===== src/rtl/wbr_pkg.sv =====
package wbr_pkg;
    typedef struct packed {
        logic shift;      // advance the serial chain
        logic capture_n;  // active-low load from the observed side
        logic drive;      // cells drive the functional output of this side
    } side_ctrl_t;
endpackage


===== src/rtl/wbr_side_ctrl.sv =====
module wbr_side_ctrl
    import wbr_pkg::*;
#(
    parameter bit IS_INPUT = 1'b1
) (
    input  logic       test_mode,
    input  logic       wse,
    input  logic       wintest,
    input  logic       wextest,
    input  logic       cap_req,
    output side_ctrl_t ctrl
);
    logic observe_sel;
    logic drive_sel;

    // The two sides share this decoder; only the mode wiring is swapped.
    generate
        if (IS_INPUT) begin : g_input_side
            assign observe_sel = wextest;
            assign drive_sel   = wintest;
        end else begin : g_output_side
            assign observe_sel = wintest;
            assign drive_sel   = wextest;
        end
    endgenerate

    always_comb begin
        ctrl.shift     = test_mode & wse;
        ctrl.capture_n = ~(test_mode & ~wse & cap_req & observe_sel & ~drive_sel);
        ctrl.drive     = test_mode & drive_sel & ~observe_sel;
    end
endmodule


===== src/rtl/wbr_cell_bank.sv =====
module wbr_cell_bank
    import wbr_pkg::*;
#(
    parameter int WIDTH = 4
) (
    input  logic             clk,
    input  logic             rst_n,
    input  side_ctrl_t       ctrl,
    input  logic             ser_in,
    input  logic [WIDTH-1:0] func_in,
    output logic [WIDTH-1:0] func_out,
    output logic             ser_out
);
    localparam int LAST = WIDTH - 1;

    logic [WIDTH-1:0] cells_d;
    logic [WIDTH-1:0] cells_q;

    always_comb begin
        cells_d = cells_q;                       // hold path
        if (ctrl.shift) begin
            for (int i = LAST; i > 0; i--) begin
                cells_d[i] = cells_q[i-1];
            end
            cells_d[0] = ser_in;
        end else if (!ctrl.capture_n) begin
            cells_d = func_in;
        end
    end

    always_ff @(posedge clk or negedge rst_n) begin
        if (!rst_n) begin
            cells_q <= '0;
        end else begin
            cells_q <= cells_d;
        end
    end

    assign func_out = ctrl.drive ? cells_q : func_in;
    assign ser_out  = cells_q[LAST];

    // no shift and no capture keeps every cell
    p_hold_r3: assert property (@(posedge clk) disable iff (!rst_n)
        (!ctrl.shift && ctrl.capture_n) |=> $stable(cells_q));

    // the first cell takes the serial input on a shift
    p_shift_head_r2: assert property (@(posedge clk) disable iff (!rst_n)
        ctrl.shift |=> (cells_q[0] == $past(ser_in)));

    // a capture loads the functional side
    p_capture_r4: assert property (@(posedge clk) disable iff (!rst_n)
        (!ctrl.shift && !ctrl.capture_n) |=> (cells_q == $past(func_in)));

    generate
        if (WIDTH > 1) begin : g_shift_body
            // every later cell takes its neighbour
            p_shift_body_r2: assert property (@(posedge clk) disable iff (!rst_n)
                ctrl.shift |=> (cells_q[LAST:1] == $past(cells_q[LAST-1:0])));
        end
    endgenerate
endmodule


===== src/rtl/wbr_chain.sv =====
module wbr_chain
    import wbr_pkg::*;
#(
    parameter int N_IN  = 4,
    parameter int N_OUT = 3
) (
    input  logic             clk,
    input  logic             rst_n,
    input  logic             test_mode,
    input  logic             wse,
    input  logic             wintest,
    input  logic             wextest,
    input  logic             cap_req,
    input  logic             wsi,
    input  logic [N_IN-1:0]  pin_in,
    output logic [N_IN-1:0]  core_in,
    input  logic [N_OUT-1:0] core_out,
    output logic [N_OUT-1:0] pin_out,
    output logic             wso
);
    side_ctrl_t in_ctl;
    side_ctrl_t out_ctl;
    logic       link;   // last input cell to first output cell

    wbr_side_ctrl #(.IS_INPUT(1'b1)) u_in_ctl (
        .test_mode (test_mode),
        .wse       (wse),
        .wintest   (wintest),
        .wextest   (wextest),
        .cap_req   (cap_req),
        .ctrl      (in_ctl)
    );

    wbr_side_ctrl #(.IS_INPUT(1'b0)) u_out_ctl (
        .test_mode (test_mode),
        .wse       (wse),
        .wintest   (wintest),
        .wextest   (wextest),
        .cap_req   (cap_req),
        .ctrl      (out_ctl)
    );

    wbr_cell_bank #(.WIDTH(N_IN)) u_in_bank (
        .clk      (clk),
        .rst_n    (rst_n),
        .ctrl     (in_ctl),
        .ser_in   (wsi),
        .func_in  (pin_in),
        .func_out (core_in),
        .ser_out  (link)
    );

    wbr_cell_bank #(.WIDTH(N_OUT)) u_out_bank (
        .clk      (clk),
        .rst_n    (rst_n),
        .ctrl     (out_ctl),
        .ser_in   (link),
        .func_in  (core_out),
        .func_out (pin_out),
        .ser_out  (wso)
    );

    // transparent outside test mode
    p_passthru_r1: assert property (@(posedge clk) disable iff (!rst_n)
        !test_mode |-> (core_in == pin_in && pin_out == core_out));

    // one scan enable reaches both sides alike
    p_single_enable_r2: assert property (@(posedge clk) disable iff (!rst_n)
        in_ctl.shift == out_ctl.shift);

    // shifting suppresses capture on both sides
    p_shift_wins_r7: assert property (@(posedge clk) disable iff (!rst_n)
        wse |-> (in_ctl.capture_n && out_ctl.capture_n));

    // conflicting modes give neither capture nor drive
    p_mode_clash_r8: assert property (@(posedge clk) disable iff (!rst_n)
        (wintest && wextest) |-> (in_ctl.capture_n && out_ctl.capture_n &&
                                  !in_ctl.drive && !out_ctl.drive));

    // the two sides never drive at once
    p_one_driver_r6: assert property (@(posedge clk) disable iff (!rst_n)
        !(in_ctl.drive && out_ctl.drive));
endmodule


===== config.mk =====
export PLATFORM = sky130hd
export DESIGN_NAME = wbr_chain
export DESIGN_NICKNAME = d
export VERILOG_FILES = /design/src/rtl/wbr_pkg.sv /design/src/rtl/wbr_side_ctrl.sv /design/src/rtl/wbr_cell_bank.sv /design/src/rtl/wbr_chain.sv
export SDC_FILE = /design/constraint.sdc
export NUM_CORES = 1
export LEC_CHECK = 0
export ABC_CLOCK_PERIOD_IN_PS = 1200
export BUFFER_PORTS_ARGS = -buffer_cell sky130_fd_sc_hd__buf_2
export CORE_AREA = 2 2 39 41
export CTS_CLUSTER_SIZE = 8
export DETAILED_ROUTE_END_ITERATION = 10
export DIE_AREA = 0 0 41 43
export HOLD_SLACK_MARGIN = 0.03
export RECOVER_POWER = 25
export SYNTH_ARGS = -nofsm -noshare
export SYNTH_HDL_FRONTEND = slang
export SYNTH_SLANG_ARGS = --single-unit

===== constraint.sdc =====
create_clock -name clk -period 1.2 [get_ports clk]
set_input_delay 0.06 -clock clk [delete_from_list [all_inputs] [get_ports clk]]
set_output_delay 0.06 -clock clk [all_outputs]
set_load 0.005 [all_outputs]

# --- Word level (Yosys, flattened, before mapping) ---
# Index checks and enable logic that the tools add are counted.
# Widths: inputs -> output; s select.
word_totals:
  register_bits: 7
  inputBits: 15
  output_inout_bits: 8
  wordCells: 24
classes:
  n_mux: 6
  bitwise: 14
  n_reduce_logical: 2
ops:
  columns: ["operator", "count"]
  rows:
  - ["$mux 4", 3]
  - ["$and 1x1->1", 11]
  - ["$mux 3", 3]
  - ["$reduce_bool 2->1", 2]
  - ["$not 1->1", 3]

# --- Logic depth before layout (Yosys ltp) ---
# Gate-level depths: netlist (run 1).
depth:
  ltp_word: 7
  mapped_depth: 3
  ltp_nobuf: 3

# --- Modules after synthesis ---
# Synthesis (run 1) repeated with hierarchy kept, for this count alone.
unflattened:
  hier_cells: 46
  area_unflattened_um2: 461.7
modules_own_cells:
  columns: ["module", "n_inst", "cells_per_inst", "area_each_um2", "seq_area_each_um2"]
  rows:
  - ["wbr_cell_bank at u_in_bank", 1, 21, 231.5, 100.1]
  - ["wbr_cell_bank at u_out_bank", 1, 15, 165.2, 75.1]
  - ["wbr_side_ctrl", 2, 5, 32.5, 0.0]

# --- Least setup slack after synthesis (run 1) ---
# No wires, ideal clock.
synth_timing:
  path_type: "register to register"
  start: "reg u_in_bank.cells_q[0]"
  end: "reg u_in_bank.cells_q[1]"
  setup_ps: 125
  arrival_time_ps: 852
  t_required_ps: 1075
  path_slack_ps: 224
  path_stages_with_launch: 3
  n_path_buf: 0
  synth_period_minus_slack_ps: 976
  cell_sequence: "dfrtp_1 mux2_2 mux2_2"
synth_between:
  elab_chain_len: 1
synth_rtl:
  columns: ["item", "line", "rtl"]
  rows:
  - ["from (decl)", "wbr_cell_bank.sv:17", "logic [WIDTH-1:0] cells_q;"]
  - ["from (signal assigned)", "wbr_cell_bank.sv:35", "cells_q <= cells_d;"]
  - ["$mux 4", "wbr_cell_bank.sv:21", "if (ctrl.shift) begin"]
# No other way between the ends.
# A chain may end at the register's enable or synchronous reset.

# --- Final worst setup path (run 1) ---
layout_timing:
  start: "reg u_in_bank.cells_q[3]"
  end: "out core_in[3]"
layout_between:
  elab_chain_len: 1
layout_rtl:
  columns: ["item", "line", "rtl"]
  rows:
  - ["$mux 4", "wbr_cell_bank.sv:39", "assign func_out = ctrl.drive ? cells_q : func_in;"]
  - ["to (decl)", "wbr_chain.sv:16", "output logic [N_IN-1:0] core_in,"]
# No other way between the ends.

==> results of run 1 <==
[synth_stat cells]
cell / number
dfrtp_1: 7
mux2_2: 21
nand2_1: 2
nand2_4: 1
nand3b_1: 2
nand4b_1: 2
[metal layers]
metal  up-vias  part of all wire (%)  global-route usage, %
li1        186                     -                      -
met1       182                    42                   12.8
met2        14                    49                   18.4
met3         4                   7.1                   4.71
met4         0                   1.9                   10.0
met5         -                     0                      0
[tightest hold or removal path, stage by stage]
cell and delay [ps]:
buf_2 70, mux2_2 120, mux2_2 130
[per-stage QoR]
stage	util [%]	cell area [um^2]	total power (uW)	worst slack (ps)
3_3_place_gp	42.9	593	517	165
2_1_floorplan	-	463	437	224
6_report	45.4	628	726	113
3_5_place_dp	42.9	593	519	144
5_1_grt	45.4	628	779	69.0
4_1_cts	45.5	629	739	99.0
[worst paths after layout]
kind / cells after the start / endpoint / startpoint / slack, ps
max: 2 / core_in[3] / u_in_bank.cells_q[3] / 110
min: 3 / u_in_bank.cells_q[0] / wsi / 160
max reg2reg: 2 / u_in_bank.cells_q[2] / u_in_bank.cells_q[1] / 180
min reg2reg: 1 / u_in_bank.cells_q[0] / u_in_bank.cells_q[0] / 530
max in group asynchronous: 2 / u_out_bank.cells_q[1] / rst_n / 680
min in group asynchronous: 2 / u_out_bank.cells_q[0] / rst_n / 250
[area by class of cell]
cell class,count,area (um^2)
clock buffers,4,26.3
fillers,136,756
multi-input cells,28,288
flip-flops and latches,7,175
well taps,16,20.0
repair buffers,23,119
[power by group through the flow]
stage	combinational, uW	clock [uW]	sequential [uW]
after floorplan	119	0	318
after global placement	189	0	328
after detailed placement	191	0	328
after CTS	194	222	324
after global routing	210	237	331
final	191	213	323
[registers in the layout, indices dropped and copies added, names as in the netlist]
signal,flops
u_out_bank.cells_q,3
u_in_bank.cells_q,4
[cells by family after synthesis]
kind of cell,share of synthesized area (%)
and+or+nand+nor,11.1
DFF,37.8
muxes,51.1
==> results.cfg, run 1 <==
[outcome]
status = completed

[clock_tree]
path_clk_slew_ps = 50
post_cts_buffers = 0
cts_resized = 0
cts_tree = done
clock_sinks = 7
clockBufferDepth = 2
cts_made_buffers = 3
h-tree-depth = 1
cts_root_buf = clkbuf_4
cts_hold_buf = 1
insertion_delay_ps = 250

[critical_path]
worstPathRequired_ps = 1140
crit_type = reg -> out
slowest_stage = dfrtp_1
cp_data_arrival_time_ps = 1030
critPathTopFamily = flip-flops
cp_num_buf_inv = 1
crit_fanout = 3
critPathCaptureType = output port
path_cells = mux2_2 -> buf_2
critical_path.max_stage_delay_ps = 390
start_kind = register

[global_routing]
antenna_found_initial = 0
grt_util_all_layers_pct = 12.3
grt_pass1_wl_um = 1390
grt.overflow.total = 0
grt_max_degree = 10
grt_pass1_vias = 345

[power_and_ir_drop]
internal-power_uw = 539
p_sw_share_pct = 25.8
ir_worst_vdd_mv = 0.603
power.clock.fraction_pct = 29.4
comb_power_share_pct = 26.2
power_density_mw_per_mm2 = 1160
p_seq_share_pct = 44.4
power.switching_uw = 187
p_leak_uw = 0.000294

[floorplan]
die-area_mm2 = 0.00176
ios = 23
core_area_mm2 = 0.00138
die_w_um = 41
start_util_pct = 33.5
rows = 14
dieHeight_um = 43

[logic_synthesis]
synthCells = 35
synth_fp_nets = 50
yosys.area.top_type = mux2_2
synth_area_per_cell_um2 = 13.2
yosysWarnings = 0
synth_top_area_share_pct = 51.1
ys_seq_area_share_pct = 37.8
syn_area_um2 = 463
ys_ff_latch = 7
yosysUniqueCellTypes = 6
synthTopCellsByArea = mux2_2 51%, dfrtp_1 38%, nand4b_1 3.8%

[sta]
skew_ps = 0.190
whs_ps = 163
worst_pin_slew_ps = 374
finalSetupViolCount = 0
max_freq_mhz = 920
period_needed_ps = 1090
fin_tns_setup_ps = 0
rsz0062_at_grt = false
fin_crit_sh_pct = 90.6
hold_viol = 0
maxSlewHeadroom_pct = 75.1
drv_slew = 0

[flow_run]
drv_cap = 0

[drt]
dr.pass1.iters = 4
wl_um = 902
routed_via_density = 4.95
drtIter0Drc = 3
num_vias = 386
routedWlPerCell_um = 11.6
antenna_left = 0
drc = 0

[final_layout]
drive_above_1_share_pct = 74.2
final_cell_mix = 21 x mux2_2, 21 x buf_2, 7 x dfrtp_1
diodes = 0
fin_cells = 78
syn_to_final_growth_pct = 35.7
nets = 78

[placement]
port_buffers = 22
placed_cells = 73
place_congestion = 0.636

[worst_hold_path]
min_path_type = in -> reg
No activity file was read; power rests on OpenSTA's default activity.
==> inputs of run 2 (changes only) <==
- PLACE_DENSITY: default -> 0.71
==> run 2 against run 1 <==
  * Combinational power hardly changed
  * Via count is 2.1% lower
  * Critical path depth stayed put
  * Global-route usage is 0.19 points lower
  * Non-clock buffer count stayed put
  * Setup slack hardly changed
  * Fmax hardly changed
  * Critical endpoint is now core_in[0]
  * Highest routed layer unchanged
==> results.cfg, run 2 (synthesis results as in run 1) <==
[outcome]
status = completed

[worst_hold_path]
min_path_type = in -> reg

[final_layout]
regMostFlops = u_in_bank.cells_q
largest_reg_flops = 4
multi_input_comb_area_um2 = 288
final_util_pct = 45.4
syn_to_final_growth_pct = 35.7
final_cell_mix = 21 x mux2_2, 21 x buf_2, 7 x dfrtp_1
nets = 78
fillers = 138
drive_above_1_share_pct = 74.2
reg.largest.list = u_in_bank.cells_q x4, u_out_bank.cells_q x3
diodes = 0
final-seq-area_um2 = 175

[sta]
worst_pin_slew_ps = 381
hold_viol = 0
skew_ps = 2.85
rsz0062_at_grt = false
max_freq_mhz = 920
maxSlewHeadroom_pct = 74.6
period_needed_ps = 1090
fin_tns_setup_ps = 0
drv_slew = 0
fin_crit_sh_pct = 90.6
finalSetupViolCount = 0

[global_routing]
antenna_found_initial = 0
grt.overflow.total = 0
use_met1_pct = 13.2
grt_pass1_wl_um = 1360
grt_max_degree = 10
grt_pass1_vias = 346
busiest_layer = met2
grt_util_all_layers_pct = 12.1
grt_use_met2_pct = 16.6
use_met3_pct = 4.71

[drt]
dr.pass1.iters = 1
drtIter0Drc = 0
routedWlPerCell_um = 10.9
num_vias = 378
routed_via_density = 4.85
drc = 0
antenna_left = 0
wl_um = 847

[critical_path]
startpoint = u_in_bank.cells_q[0]
crit_fanout = 3
path_cells = mux2_2 -> buf_2
crit_end = core_in[0]
r2r_slack_ps = 180
worstPathRequired_ps = 1140
crit_type = reg -> out
critical_path.max_stage_delay_ps = 380
cp_data_arrival_time_ps = 1030
critPathCaptureType = output port
r2r_cells = 2
start_kind = register
slowest_stage = dfrtp_1
reg2reg_from = u_in_bank.cells_q[1]
r2r-end = u_in_bank.cells_q[2]

[placement]
place_congestion = 0.592
port_buffers = 22

[clock_tree]
insertion_delay_ps = 250
cts_resized = 0
clock_sinks = 7
cts_hold_buf = 1
cts_made_buffers = 3
path_clk_slew_ps = 50
clockBufferDepth = 2
post_cts_buffers = 0
cts_root_buf = clkbuf_4
h-tree-depth = 1
cts_tree = done

[floorplan]
start_util_pct = 33.5
dieHeight_um = 43
die_w_um = 41
die-area_mm2 = 0.00176
ios = 23
rows = 14
core_area_mm2 = 0.00138

[flow_run]
drv_cap = 0

[power_and_ir_drop]
ir_worst_vdd_mv = 0.368
power_density_mw_per_mm2 = 1150
p_leak_uw = 0.000294
## run 2: cell counts in the layout (fill, tap and decap cells not counted)
Identical to the previous run, type by type.
## run 2: worst max-delay path, delay by kind of cell, from the launching register on
kind,cells,cell delay (ps)
flops,1,380
mux,1,260
buf+inv,1,120
## run 2: metal layers
layer	part of all wire (%)	up-vias
met5	0	-
met4	3.7	0
met3	7.7	4
met2	46	12
met1	43	175
li1	-	187
## run 2: area by class of cell
type	instances	share of cell area [%]
flip-flops and latches	7	27.9
well taps	16	3.19
multi-input cells	28	45.8
repair buffers	23	18.9
clock buffers	4	4.18
## run 2: per-stage QoR
| stage | worst slack, ps | hold slack, ps | cell area [um^2] | power (uW) | cells |
|---|---|---|---|---|---|
| floorplan | 224 | -236 | 463 | 437 | 35 |
| global placement | 170 | -101 | 593 | 513 | 73 |
| detailed placement | 156 | -99.7 | 593 | 517 | 73 |
| CTS | 103 | 159 | 629 | 742 | 78 |
| global route | 52.7 | 161 | 628 | 790 | 78 |
| finish | 113 | 171 | 628 | 725 | 78 |
## run 2: worst min path at each step
stage | startpoint | endpoint | slack [ps] | cells past startpoint
floorplan | rst_n | u_in_bank.cells_q[0] | -240 | 0
global placement | rst_n | u_in_bank.cells_q[0] | -100 | 1
detailed placement | rst_n | u_in_bank.cells_q[0] | -100 | 1
CTS | rst_n | u_in_bank.cells_q[0] | 160 | 2
global route | wsi | u_in_bank.cells_q[0] | 160 | 3
finish | wsi | u_in_bank.cells_q[0] | 170 | 3
## run 2: power breakdown
group / internal, uW / switching [uW]
clock: 127 / 86.6
sequential: 288 / 33.0
combinational: 124 / 66.3
total: 539 / 186
